**src/rtl/ss_pkg.sv**
```systemverilog
// Shared types for the soft-start sequencer.
// Assumes the state code is observed externally as a 2-bit value.
package ss_pkg;
    typedef enum logic [1:0] {
        ST_IDLE  = 2'd0,
        ST_DISCH = 2'd1,
        ST_RAMP  = 2'd2,
        ST_RUN   = 2'd3
    } ss_state_t;
endpackage

```
**src/rtl/ss_prescaler.sv**
```systemverilog
// Tick generator: pulses tick_o once every PRESCALE clocks, counted from reset.
// Assumes PRESCALE >= 1; a value of 1 ticks on every clock.
module ss_prescaler #(
    parameter int PRESCALE = 4
) (
    input  logic clk,
    input  logic rst_n,
    output logic tick_o
);
    localparam int CW = (PRESCALE > 1) ? $clog2(PRESCALE) : 1;
    localparam logic [CW-1:0] LAST = CW'(PRESCALE - 1);

    logic [CW-1:0] cnt_q;

    // Combinational tick at the last count.
    assign tick_o = (cnt_q == LAST);

    // Free-running modulo-PRESCALE counter.
    always_ff @(posedge clk) begin
        if (!rst_n)      cnt_q <= '0;
        else if (tick_o) cnt_q <= '0;
        else             cnt_q <= cnt_q + 1'b1;
    end
endmodule

```
**src/rtl/ss_ramp.sv**
```systemverilog
// Ramp datapath: holds the clamp word, climbing by step on ticks when released,
// falling by twice the step on ticks during a stop, cleared under lockout.
// Assumes STEP_W <= RAMP_W; saturates at both ends.
module ss_ramp #(
    parameter int RAMP_W = 10,
    parameter int STEP_W = 8
) (
    input  logic              clk,
    input  logic              rst_n,
    input  logic              tick_i,
    input  logic              uvlo_i,
    input  logic              shdn_i,
    input  logic [STEP_W-1:0] step_i,
    output logic [RAMP_W-1:0] ramp_q_o,
    output logic [RAMP_W-1:0] ramp_nxt_o
);
    localparam int EW = RAMP_W + 2;
    localparam logic [EW-1:0] FULL = EW'((1 << RAMP_W) - 1);

    logic [EW-1:0] up_sum;
    logic [EW-1:0] dn_amt;
    logic [EW-1:0] cur_ext;

    // Widened operands for saturating arithmetic.
    always_comb begin
        cur_ext = EW'(ramp_q_o);
        up_sum  = cur_ext + EW'(step_i);
        dn_amt  = EW'(step_i) << 1;
    end

    // Next-value selection with priority lockout > stop > climb.
    always_comb begin
        ramp_nxt_o = ramp_q_o;
        if (uvlo_i) begin
            ramp_nxt_o = '0;
        end else if (shdn_i) begin
            if (tick_i) ramp_nxt_o = (dn_amt >= cur_ext) ? '0 : RAMP_W'(cur_ext - dn_amt);
        end else begin
            if (tick_i) ramp_nxt_o = (up_sum >= FULL) ? RAMP_W'(FULL) : RAMP_W'(up_sum);
        end
    end

    // Ramp register.
    always_ff @(posedge clk) begin
        if (!rst_n) ramp_q_o <= '0;
        else        ramp_q_o <= ramp_nxt_o;
    end


    uvlo_clears_chk: assert property (@(posedge clk) disable iff (!rst_n)
        uvlo_i |=> (ramp_q_o == '0));

    stop_no_rise_chk: assert property (@(posedge clk) disable iff (!rst_n)
        (!uvlo_i && shdn_i) |=> (ramp_q_o <= $past(ramp_q_o)));

    release_no_fall_chk: assert property (@(posedge clk) disable iff (!rst_n)
        (!uvlo_i && !shdn_i) |=> (ramp_q_o >= $past(ramp_q_o)));

    tick_only_chk: assert property (@(posedge clk) disable iff (!rst_n)
        (!tick_i && !uvlo_i) |=> $stable(ramp_q_o));
endmodule

```
**src/rtl/ss_fsm.sv**
```systemverilog
// Sequencer state and gating: tracks idle/discharging/ramping/run from the
// next ramp value, gates the output enable and raises the pulse-kill request.
// Assumes inputs are already synchronous; no filtering is applied.
module ss_fsm #(
    parameter int RAMP_W = 10
) (
    input  logic              clk,
    input  logic              rst_n,
    input  logic              uvlo_i,
    input  logic              shdn_i,
    input  logic [RAMP_W-1:0] ramp_q_i,
    input  logic [RAMP_W-1:0] ramp_nxt_i,
    output ss_pkg::ss_state_t state_o,
    output logic              out_en_o,
    output logic              kill_o
);
    import ss_pkg::*;
    localparam logic [RAMP_W-1:0] FULL = '1;

    ss_state_t state_d;

    // Next-state choice from the inputs and the value the ramp will take.
    always_comb begin
        if (uvlo_i)                  state_d = ST_IDLE;
        else if (shdn_i)             state_d = (ramp_nxt_i == '0) ? ST_IDLE : ST_DISCH;
        else if (ramp_nxt_i == FULL) state_d = ST_RUN;
        else                         state_d = ST_RAMP;
    end

    // State register.
    always_ff @(posedge clk) begin
        if (!rst_n) state_o <= ST_IDLE;
        else        state_o <= state_d;
    end

    // Immediate output gating and pulse-kill request.
    always_comb begin
        out_en_o = !uvlo_i && !shdn_i && (state_o == ST_RAMP || state_o == ST_RUN);
        kill_o   = (uvlo_i || shdn_i) && (ramp_q_i == '0);
    end


    run_full_chk: assert property (@(posedge clk) disable iff (!rst_n)
        (state_o == ST_RUN) |-> (ramp_q_i == FULL));

    uvlo_idle_chk: assert property (@(posedge clk) disable iff (!rst_n)
        uvlo_i |=> (state_o == ST_IDLE));

    disch_nonzero_chk: assert property (@(posedge clk) disable iff (!rst_n)
        (state_o == ST_DISCH) |-> (ramp_q_i != '0));
endmodule

```
**src/rtl/softstart_seq.sv**
```systemverilog
// Soft-start and shutdown sequencer top: prescaler, ramp datapath and
// state/gating logic. Assumes synchronous lockout and stop inputs.
module softstart_seq #(
    parameter int RAMP_W   = 10,
    parameter int STEP_W   = 8,
    parameter int PRESCALE = 4
) (
    input  logic              clk,
    input  logic              rst_n,
    input  logic              uvlo_i,
    input  logic              shdn_i,
    input  logic [STEP_W-1:0] step_i,
    output logic [RAMP_W-1:0] ramp_o,
    output logic              out_en_o,
    output logic              kill_o,
    output logic [1:0]        state_o
);
    logic              tick;
    logic [RAMP_W-1:0] ramp_nxt;
    ss_pkg::ss_state_t st;

    ss_prescaler #(.PRESCALE(PRESCALE)) u_pre (
        .clk(clk), .rst_n(rst_n), .tick_o(tick)
    );

    ss_ramp #(.RAMP_W(RAMP_W), .STEP_W(STEP_W)) u_ramp (
        .clk(clk), .rst_n(rst_n), .tick_i(tick), .uvlo_i(uvlo_i),
        .shdn_i(shdn_i), .step_i(step_i), .ramp_q_o(ramp_o), .ramp_nxt_o(ramp_nxt)
    );

    ss_fsm #(.RAMP_W(RAMP_W)) u_fsm (
        .clk(clk), .rst_n(rst_n), .uvlo_i(uvlo_i), .shdn_i(shdn_i),
        .ramp_q_i(ramp_o), .ramp_nxt_i(ramp_nxt), .state_o(st),
        .out_en_o(out_en_o), .kill_o(kill_o)
    );

    // Expose the state code.
    assign state_o = st;
endmodule

```
**config.mk**
```make
export PLATFORM = sky130hd
export DESIGN_NAME = softstart_seq
export DESIGN_NICKNAME = d
export VERILOG_FILES = /design/src/rtl/ss_pkg.sv /design/src/rtl/ss_prescaler.sv /design/src/rtl/ss_ramp.sv /design/src/rtl/ss_fsm.sv /design/src/rtl/softstart_seq.sv
export SDC_FILE = /design/constraint.sdc
export NUM_CORES = 1
export LEC_CHECK = 0
export ABC_AREA = 1
export BUFFER_PORTS_ARGS = -buffer_cell sky130_fd_sc_hd__buf_2
export CORE_MARGIN = 5
export CORE_UTILIZATION = 50
export CTS_BUF_LIST = sky130_fd_sc_hd__clkbuf_2
export DETAILED_ROUTE_END_ITERATION = 8
export PLACE_DENSITY = 0.71
export SLEW_MARGIN = 20
export SYNTH_ARGS = -nofsm -noshare
export SYNTH_HDL_FRONTEND = slang
export SYNTH_HIERARCHICAL = 1
export SYNTH_SLANG_ARGS = --single-unit
```
**constraint.sdc**
```tcl
create_clock -name clk -period 4.2 [get_ports clk]
set_input_delay 0.42 -clock clk [delete_from_list [all_inputs] [get_ports clk]]
set_output_delay 0.42 -clock clk [all_outputs]
set_load 0.01 [all_outputs]
```
==> results of run 1 <==
layer usage:
metal	track usage, %	wire length [µm]
met5	0	0
met4	3.34	30
met1	25.6	2240
met3	1.26	247
met2	36.2	2420
cell usage after synthesis (all sizes together):
cell type,number
nor3,6
nand3,28
fa,2
nand4,4
nor3b,1
a21oi,18
nand2,102
o31ai,3
a21boi,1
a31oi,2
nor4,1
clkbuf,4
xnor2,2
inv,61
nand3b,2
and2,2
o21ai,9
clkinv,1
or2,3
buf,1
dfxtp,14
nor2,55
o21a,1
ha,17
sequential cells by signal, summed over array words and instances, names as in the netlist:
| signal | flops |
|---|---|
| u_pre/cnt_q | 2 |
| u_ramp/ramp_q_o | 10 |
| u_fsm/state_o | 2 |
worst paths after layout:
path	start	endpoint	slack (ns)	depth (start not counted)
worst max-delay path	u_ramp/ramp_q_o[0]	u_fsm/state_o[0]	1.43	22
worst min-delay path	rst_n	u_ramp/ramp_q_o[0]	0.42	2
worst max register to register	u_ramp/ramp_q_o[0]	u_fsm/state_o[0]	1.43	22
worst min register to register	u_pre/cnt_q[0]	u_pre/cnt_q[0]	0.43	1
critical path, cell delays in order, from the launching register on:
cell	delay, ns
sky130_fd_sc_hd__dfxtp_1	0.46
sky130_fd_sc_hd__ha_1	0.23
sky130_fd_sc_hd__inv_1	0.06
sky130_fd_sc_hd__fa_1	0.37
sky130_fd_sc_hd__inv_1	0.10
sky130_fd_sc_hd__nand3_1	0.10
sky130_fd_sc_hd__nand2_2	0.10
sky130_fd_sc_hd__nand3_2	0.07
sky130_fd_sc_hd__nand2_2	0.10
sky130_fd_sc_hd__nand2_1	0.05
sky130_fd_sc_hd__nand2_1	0.10
sky130_fd_sc_hd__nor2_2	0.05
sky130_fd_sc_hd__nand2_2	0.09
sky130_fd_sc_hd__nand3_1	0.07
sky130_fd_sc_hd__nand2_1	0.06
sky130_fd_sc_hd__nand2_1	0.07
sky130_fd_sc_hd__nand2_1	0.08
sky130_fd_sc_hd__inv_1	0.05
sky130_fd_sc_hd__or2_0	0.19
sky130_fd_sc_hd__nor2_1	0.10
sky130_fd_sc_hd__nand2_1	0.05
sky130_fd_sc_hd__nand2_1	0.06
sky130_fd_sc_hd__a21oi_1	0.05
power by group through the flow:
stage,Sequential [mW],Clock (mW),Combinational (mW)
final,0.145,0.0612,0.146
after detailed placement,0.148,0,0.143
after global placement,0.148,0,0.143
after floorplan,0.148,0,0.106
after CTS,0.145,0.0631,0.145
after global routing,0.146,0.0714,0.168
logic make-up after synthesis:
family	count (synthesis)
flip-flops	14
adder cells (fa/ha/maj)	19
AO/OA/AOI/OAI	34
buffers and inverters	67
XOR/XNOR	2
AND/OR/NAND/NOR	204
layout make-up:
class                   count  area share, %
clock buffers               3          0.729
multi-input cells         259           65.2
flip-flops and latches     14           13.6
clock inverters             1          0.182
repair buffers             25           6.07
well taps                  48           2.91
inverters                  62           11.3
==> impl_metrics.ini, run 1 <==
[yosys]
syn_avg_cell_area_um2 = 5.52
synth_area_um2 = 1880
combinational_family_with_the_most_area_after_synthesis = simple AND/OR/NAND/NOR gates
synth_compound_gate_area_share_pct = 10.5
synth.area.top_cells = sky130_fd_sc_hd__nand2_1 20%, sky130_fd_sc_hd__dfxtp_1 15%, sky130_fd_sc_hd__inv_1 11%
synthAdderAreaFrac_pct = 13.5
synth_largest_type_area_fraction_pct = 19.8
synth-seq-cells = 14
yosys-mux-area-fraction_pct = 0
cell_type_contributing_the_most_total_cell_area_after_synthesis = sky130_fd_sc_hd__nand2_1
synth-xor-area-share_pct = 0.933
ys_seq_area_share_pct = 14.9
simple_gate_portion_of_the_synthesized_area_pct = 46.7
yosys_warnings = 6
distinct_cell_type_count_after_synthesis = 33
postSynthCellCount = 340
synthesis.nets = 371

[clocking]
post_cts_resized = 0
tritoncts.num_buffers = 3
clk_pin_slew_worst_paths_ns = 0.13
number_of_hold_buffers_added_after_cts = 0
tritoncts = done
worstSkewPairLatency_ns = 0.26
cts_htree_levels = 1
clock-sinks = 14
clockRootBuffer = sky130_fd_sc_hd__clkbuf_2
post-cts-setup-buffer-count = 0
clockBufferDepth = 2

[layout]
fin_area_um2 = 2060
final_util_pct = 56.3
number_of_nets_at_the_end_of_the_flow = 396
multi_input_area_um2 = 1340
insertedDiodeCount = 0
mostFrequentLayoutCell = sky130_fd_sc_hd__nand2_1
finalNonFillerCells = 412
synthToLayoutAreaGrowth_pct = 9.80
sequential_cell_area_um2 = 280
final_cell_mix = 99 x sky130_fd_sc_hd__nand2_1, 57 x sky130_fd_sc_hd__inv_1, 52 x sky130_fd_sc_hd__nor2_1
drive_gt1_share_pct = 12.4
count_of_fill_cells_added_during_filler_insertion = 384

[sta]
timing_hold_violations_final = 0
clock_skew_ns = 0.00462
timing.final.crit_period_ns = 2.77
timing.slew.headroom_pct = 60.1
timing.final.max_slew_violations = 0
timing.setup.tns_ns = 0
finalCritPeriodShare_pct = 65.9
rsz0062_at_grt = false
post_route_worst_hold_slack_ns = 0.418
setup_ws_ns = 1.43
setup_violations = 0
worst_slew_pin_slew_ns = 0.599
highest_clock_rate_mhz = 361

[pwr]
cellInternalPower_mw = 0.212
share_clk_of_total_power_pct = 17.4
total_leakage_power_nw = 1.22
netSwitchingFraction_pct = 39.8
seq_power_share_pct = 41.2
post-layout-total-power_mw = 0.352
max-vdd-ir-drop_uv = 172
power_density_nw_per_um2 = 171
share_comb_of_total_power_pct = 41.4
power.net_switching_mw = 0.140

[global_route]
wire_length_of_the_first_global_routing_pass_um = 8410
global_route_usage_sum_pct = 19.7
globalRouteOverflowTotal = 0
grt_pass1_vias = 1954
grt_start_max_net_pins = 18
antenna_found_initial = 0

[die]
fp.dieArea_um2 = 5080
die_w_um = 71.3
num_rows = 22
initial_utilization_pct = 51.3
pin_count = 26
dieHeight_um = 71.3
core_region_area_um2 = 3660

[placement]
cell_total_after_placement = 408
post_dp_cell_area_um2 = 2040
place.port_buffers = 25
gp_routability_congestion = 0.912
place_ws_ns = 1.40
hpwlAfterDp_um = 4050

[run_status]
outcome = complete, no violations

[critical_path]
worst-setup-path-type = reg2reg
worst_ep_required_time_ns = 4.37
critPathLaunchType = flip-flop
critical_path_peak_fanout = 6
crit_path_end_kind = flip-flop
critical_path_arrival_ns = 2.94

[job]
max_cap_violations = 0

[drt]
detailed_route_via_count = 2077
drcViolationCount = 0
drtAntennaViolNets = 0
initialDrtViolationCount = 147
via_per_inst = 5.04
firstDrtPassIters = 4
drt-total-wl_um = 4930
routedWlPerCell_um = 12.0

[hold_path]
worst_hold_path_type = in2reg
(Power assumes the default switching activity.)
==> run 2, diff against run 1 <==
--- a/config.mk
+++ b/config.mk
@@ -5,13 +5,13 @@
 export SDC_FILE = /design/constraint.sdc
 export NUM_CORES = 1
 export LEC_CHECK = 0
-export ABC_AREA = 1
+export ABC_AREA = 0
 export BUFFER_PORTS_ARGS = -buffer_cell sky130_fd_sc_hd__buf_2
 export CORE_MARGIN = 5
 export CORE_UTILIZATION = 50
 export CTS_BUF_LIST = sky130_fd_sc_hd__clkbuf_2
 export DETAILED_ROUTE_END_ITERATION = 8
-export PLACE_DENSITY = 0.71
+export PLACE_DENSITY = 0.74
 export SLEW_MARGIN = 20
 export SYNTH_ARGS = -nofsm -noshare
 export SYNTH_HDL_FRONTEND = slang
==> constraint.sdc (replaced) <==
create_clock -name clk -period 2.3 [get_ports clk]
set_input_delay 0.23 -clock clk [delete_from_list [all_inputs] [get_ports clk]]
set_output_delay 0.23 -clock clk [all_outputs]
set_load 0.01 [all_outputs]
==> run 2 against run 1 <==
  * The run now ends with negative setup slack left
  * Routed wire length up 22%
  * First-iteration DRC count increased by 20%
  * Cell area up 24%
  * Total power up 96%
  * Die area is 8.3% lower
  * Clock skew up 0.014 ns
  * Synthesized cell count is 36% lower
  * Synthesized area shrank 9.6%
  * Combinational power grew 110%
  * Sequential cell count unchanged
  * Critical path type unchanged
  * Critical endpoint unchanged
  * Largest cell class unchanged
==> impl_metrics.ini, run 2 <==
[run_status]
outcome = complete, but fails checks
violations = negative setup slack

[layout]
insertedDiodeCount = 0
largest_register_ffs = 10
top_regs = u_ramp/ramp_q_o x10, u_fsm/state_o x2, u_pre/cnt_q x2
drive_gt1_share_pct = 46.9
max_flop_register = u_ramp/ramp_q_o
fin_area_um2 = 2560
finalNonFillerCells = 351
synthToLayoutAreaGrowth_pct = 51.0
final_cell_mix = 64 x sky130_fd_sc_hd__buf_4, 25 x sky130_fd_sc_hd__buf_2, 22 x sky130_fd_sc_hd__nor2_1
count_of_fill_cells_added_during_filler_insertion = 257
mostFrequentLayoutCell = sky130_fd_sc_hd__buf_4
number_of_nets_at_the_end_of_the_flow = 337

[critical_path]
crit-reg2reg-launch = u_ramp/ramp_q_o[1]
cpMostUsedCell = sky130_fd_sc_hd__nor2b_4
critical_path_buf_inv_count = 2
worst_r2r_path_depth = 12
path_delay_family = compound AO/OA/AOI/OAI gates
path_cells = inv_2 -> buf_6 -> fa_2 -> nor2b_4 -> o221a_4 -> nor2b_4 -> mux2_4 -> a221oi_4 -> nor3_2 -> nor4_2 -> a31oi_1 -> o2111a_1
reg2reg_slack_ns = -0.39
critPathLaunchType = flip-flop
crit-reg2reg-capture = u_fsm/state_o[0]
timing.critical_path.slowest_cell_delay_ns = 0.38
crit_path_end_kind = flip-flop
worst-setup-path-type = reg2reg
worst_ep_required_time_ns = 2.50
critical_path_arrival_ns = 2.89
critical_path_peak_fanout = 4
cpMaxStageDelayCell = sky130_fd_sc_hd__dfxtp_2
worstSetupStartpoint = u_ramp/ramp_q_o[1]

[yosys]
synthesis.nets = 249
syn_avg_cell_area_um2 = 7.78
postSynthCellCount = 218
synth-seq-cells = 14
synth_area_um2 = 1700
synth_most_common_cell = sky130_fd_sc_hd__nor2_1
synth.area.top_cells = sky130_fd_sc_hd__dfxtp_1 17%, sky130_fd_sc_hd__ha_1 13%, sky130_fd_sc_hd__nor2_1 5.1%
ys_seq_area_share_pct = 16.5
synthFlopType = sky130_fd_sc_hd__dfxtp_1
synthArstFlopShare_pct = 0
netlist_top_cells_count = 23 x sky130_fd_sc_hd__nor2_1, 17 x sky130_fd_sc_hd__ha_1, 15 x sky130_fd_sc_hd__inv_1
distinct_cell_type_count_after_synthesis = 55
yosys_warnings = 6
cell_type_contributing_the_most_total_cell_area_after_synthesis = sky130_fd_sc_hd__dfxtp_1
synth_edf_count = 0
synth_largest_type_area_fraction_pct = 16.5

[sta]
timing.slew.headroom_pct = 67.3
highest_clock_rate_mhz = 372
timing.final.crit_period_ns = 2.69
setup_violations = 4
timing.final.max_slew_violations = 0
finalCritPeriodShare_pct = 117
setup_ws_ns = -0.386
post_route_worst_hold_slack_ns = 0.228
clock_skew_ns = 0.0185
timing_hold_violations_final = 0
rsz0062_at_grt = true
worst_slew_pin_slew_ns = 0.491

[global_route]
grt_start_max_net_pins = 15
global_route_usage_sum_pct = 25.6
antenna_found_initial = 0
grt_pass1_vias = 1967
wire_length_of_the_first_global_routing_pass_um = 9050
globalRouteOverflowTotal = 0

[drt]
initialDrtViolationCount = 177
drcViolationCount = 0
drtAntennaViolNets = 0
via_per_inst = 5.95
detailed_route_via_count = 2087
firstDrtPassIters = 4
routedWlPerCell_um = 17.1
drt-total-wl_um = 6020

[pwr]
max-vdd-ir-drop_uv = 337
seq_power_share_pct = 37.4
post-layout-total-power_mw = 0.690
share_clk_of_total_power_pct = 17.6
cellInternalPower_mw = 0.435
power_density_nw_per_um2 = 269
share_comb_of_total_power_pct = 45.0
power.net_switching_mw = 0.255
netSwitchingFraction_pct = 36.9
total_leakage_power_nw = 1.21

[die]
core_region_area_um2 = 3310
num_rows = 21
initial_utilization_pct = 51.2
dieHeight_um = 68.3
die_w_um = 68.3
fp.dieArea_um2 = 4660
pin_count = 26

[clocking]
tritoncts.num_buffers = 3
worstSkewPairLatency_ns = 0.28
clockBufferDepth = 2
cts_htree_levels = 1
clockRootBuffer = sky130_fd_sc_hd__clkbuf_2
clk_pin_slew_worst_paths_ns = 0.16
number_of_hold_buffers_added_after_cts = 0
tritoncts = done
clock-sinks = 14

[placement]
place.port_buffers = 25
cell_total_after_placement = 339
gp_routability_congestion = 0.917
hpwlAfterDp_um = 4410
post_dp_cell_area_um2 = 2360

[hold_path]
holdCritStartpoint = rst_n
holdPathEnd = u_fsm/state_o[0]
worst_hold_path_type = in2reg
min_delay_path_depth = 2

[job]
max_cap_violations = 0
[run 2: how the worst max path moves through the flow]
stage	endpoint	slack [ns]	cells past startpoint
floorplan	u_fsm/state_o[0]	-0.13	13
global placement	u_fsm/state_o[0]	-0.34	12
detailed placement	u_fsm/state_o[0]	-0.39	12
CTS	u_fsm/state_o[0]	-0.28	13
global route	u_fsm/state_o[0]	-0.47	12
finish	u_fsm/state_o[0]	-0.39	12
[run 2: layer usage]
layer	global-route usage, %	up-vias	share of wire (%)
met5	0	-	0
met4	7.44	0	2.0
met3	2.13	14	5.4
met2	44.6	72	51
met1	33.2	1008	42
li1	-	993	-
[run 2: area by class of cell]
| class | count | area [µm²] | share of cell area [%] |
|---|---|---|---|
| Clock inverter | 1 | 3.75 | 0.146 |
| Timing Repair Buffer | 90 | 617 | 24.1 |
| Clock buffer | 3 | 15.0 | 0.586 |
| Tap cell | 46 | 57.6 | 2.25 |
| Inverter | 16 | 60.1 | 2.34 |
| Multi-Input combinational cell | 181 | 1520 | 59.2 |
| Sequential cell | 14 | 292 | 11.4 |
[run 2: power by group through the flow]
stage               clock (mW)  combinational, mW  sequential (mW)
finish                   0.121              0.311            0.258
global placement             0              0.269            0.263
floorplan                    0              0.163            0.265
CTS                      0.124              0.287            0.258
detailed placement           0              0.274            0.263
global route             0.139              0.334            0.260
[run 2: through the flow]
stage | setup TNS [ns] | setup WS, ns | utilization, %
after floorplan | -0.132 | -0.132 | -
after global placement | -0.396 | -0.339 | 71.2
after detailed placement | -0.531 | -0.388 | 71.2
after CTS | -0.314 | -0.280 | 74.3
after global routing | -0.999 | -0.473 | 77.4
final | -0.586 | -0.386 | 77.4
[run 2: cells by family after synthesis]
| family | count (synthesis) | share of synthesized area, % |
|---|---|---|
| compound gates | 65 | 27.8 |
| buf+inv | 23 | 5.31 |
| mux | 3 | 2.58 |
| fa+ha+maj | 19 | 14.9 |
| flops | 14 | 16.5 |
| simple gates | 87 | 29.3 |
| xor+xnor | 7 | 3.61 |
[run 2: worst reg2reg max path, delay by kind of cell, from the launching register on]
kind	cells	cell delay, ns
compound gates	4	0.81
simple gates	4	0.57
flops	1	0.38
fa+ha+maj	1	0.38
mux	1	0.32
buf+inv	2	0.16
[run 2: repair_timing]
item,in CTS,in global routing
pin swaps,10,14
resized for setup,15,12
setup endpoints to repair,4,6
gates cloned,0,0
setup buffers,4,5
==> run 3, diff against run 2 <==
--- a/config.mk
+++ b/config.mk
@@ -9,7 +9,7 @@
 export BUFFER_PORTS_ARGS = -buffer_cell sky130_fd_sc_hd__buf_2
 export CORE_MARGIN = 5
 export CORE_UTILIZATION = 50
-export CTS_BUF_LIST = sky130_fd_sc_hd__clkbuf_2
+export CTS_BUF_LIST = sky130_fd_sc_hd__clkbuf_4
 export DETAILED_ROUTE_END_ITERATION = 8
 export PLACE_DENSITY = 0.74
 export SLEW_MARGIN = 20
==> run 3 against run 2 <==
  * The flow still finishes with violations (negative setup slack)
  * Non-clock buffer count down 1
  * Routed wire length down 0.32%
  * Sequential share of layout area about the same
  * Clock power up 21%
  * Cell count down 0.28%
  * First-iteration DRC count up 6.2%
  * Global-route usage down 0.14 points
  * Critical path type unchanged
  * Critical endpoint unchanged
  * Largest cell class unchanged
==> impl_metrics.ini, run 3 (synthesis gave the netlist of run 2 again) <==
[layout]
number_of_nets_at_the_end_of_the_flow = 336
largest_register_ffs = 10
mostFrequentLayoutCell = sky130_fd_sc_hd__buf_4
count_of_fill_cells_added_during_filler_insertion = 254
final_util_pct = 77.5
max_flop_register = u_ramp/ramp_q_o
synthToLayoutAreaGrowth_pct = 51.2
insertedDiodeCount = 0
drive_gt1_share_pct = 46.7
final_cell_mix = 63 x sky130_fd_sc_hd__buf_4, 25 x sky130_fd_sc_hd__buf_2, 22 x sky130_fd_sc_hd__nor2_1
top_regs = u_ramp/ramp_q_o x10, u_fsm/state_o x2, u_pre/cnt_q x2

[sta]
setup_violations = 2
timing.final.crit_period_ns = 2.70
timing.final.max_slew_violations = 0
post_route_worst_hold_slack_ns = 0.235
worst_slew_pin_slew_ns = 0.506
clock_skew_ns = 0.00619
timing.setup.tns_ns = -0.542
setup_ws_ns = -0.397
highest_clock_rate_mhz = 371
timing.slew.headroom_pct = 66.3
timing_hold_violations_final = 0
finalCritPeriodShare_pct = 117
rsz0062_at_grt = true

[clocking]
clk_pin_slew_worst_paths_ns = 0.09
worstSkewPairLatency_ns = 0.28
clockRootBuffer = sky130_fd_sc_hd__clkbuf_4
number_of_hold_buffers_added_after_cts = 0
clockBufferDepth = 2
tritoncts.num_buffers = 3
tritoncts = done
clock-sinks = 14
cts_htree_levels = 1

[global_route]
antenna_found_initial = 0
global_route_usage_sum_pct = 25.4
grt_start_max_net_pins = 15
grt_pass1_vias = 1967
globalRouteOverflowTotal = 0
wire_length_of_the_first_global_routing_pass_um = 9040

[placement]
hpwlAfterDp_um = 4410
place.port_buffers = 25
gp_routability_congestion = 0.917

[pwr]
power_density_nw_per_um2 = 279
post-layout-total-power_mw = 0.714
total_leakage_power_nw = 1.21
max-vdd-ir-drop_uv = 315

[critical_path]
timing.critical_path.slowest_cell_delay_ns = 0.38
critical_path_arrival_ns = 2.88
worst_ep_required_time_ns = 2.48
critical_path_peak_fanout = 4
reg2reg_slack_ns = -0.40
path_cells = inv_2 -> buf_6 -> fa_2 -> nor2b_4 -> o221a_4 -> nor2b_4 -> mux2_4 -> a221oi_4 -> nor3_2 -> nor4_2 -> a31oi_1 -> o2111a_1
critical_path_buf_inv_count = 2
path_delay_family = compound AO/OA/AOI/OAI gates
cpMostUsedCell = sky130_fd_sc_hd__nor2b_4
worst-setup-path-type = reg2reg
cpMaxStageDelayCell = sky130_fd_sc_hd__fa_2
crit_path_end_kind = flip-flop
critPathLaunchType = flip-flop

[drt]
drcViolationCount = 0
routedWlPerCell_um = 17.1
firstDrtPassIters = 5
initialDrtViolationCount = 188
detailed_route_via_count = 2112
drtAntennaViolNets = 0
via_per_inst = 6.03
drt-total-wl_um = 6000

[run_status]
violations = negative setup slack
outcome = complete, but fails checks

[die]
core_region_area_um2 = 3310
die_w_um = 68.3
pin_count = 26
fp.dieArea_um2 = 4660
num_rows = 21
initial_utilization_pct = 51.2
dieHeight_um = 68.3

[job]
max_cap_violations = 0

[hold_path]
worst_hold_path_type = in2reg
run 3: layout make-up:
class	instances	area [µm²]	area share, %
clock buffers	3	22.5	0.878
multi-input cells	181	1520	59.3
well taps	46	57.6	2.24
clock inverters	1	3.75	0.146
inverters	16	60.1	2.34
flip-flops and latches	14	292	11.4
repair buffers	89	609	23.8
run 3: per-layer routing:
| metal | routed length [µm] | track usage, % |
|---|---|---|
| met1 | 2550 | 33.2 |
| met2 | 3070 | 44.6 |
| met3 | 310 | 2.13 |
| met4 | 73 | 6.45 |
| met5 | 0 | 0 |
run 3: worst paths after layout:
check                            end  cells past startpoint               start
setup reg to reg    u_fsm/state_o[0]                     12  u_ramp/ramp_q_o[1]
hold reg to reg       u_pre/cnt_q[0]                      1      u_pre/cnt_q[0]
hold / removal    u_ramp/ramp_q_o[2]                      2               rst_n
setup / recovery    u_fsm/state_o[0]                     12  u_ramp/ramp_q_o[1]
run 3: timing repair:
item,CTS,global route
buffers inserted,4,5
gates resized for setup,15,12
pin swaps,10,13
endpoints found under the setup margin,4,6
run 3: power by group:
group          internal [mW]  switching (mW)  total, mW
combinational          0.145           0.165      0.309
sequential             0.251         0.00755      0.258
clock                 0.0628          0.0840      0.147
total                  0.458           0.256      0.714
run 3: stage by stage:
step           worst slack, ns  cells  area (µm²)
5_1_grt                 -0.499    350        2560
3_3_place_gp            -0.339    339        2360
3_5_place_dp            -0.388    339        2360
4_1_cts                 -0.279    346        2470
2_1_floorplan           -0.132    218        1780
6_report                -0.397    350        2560
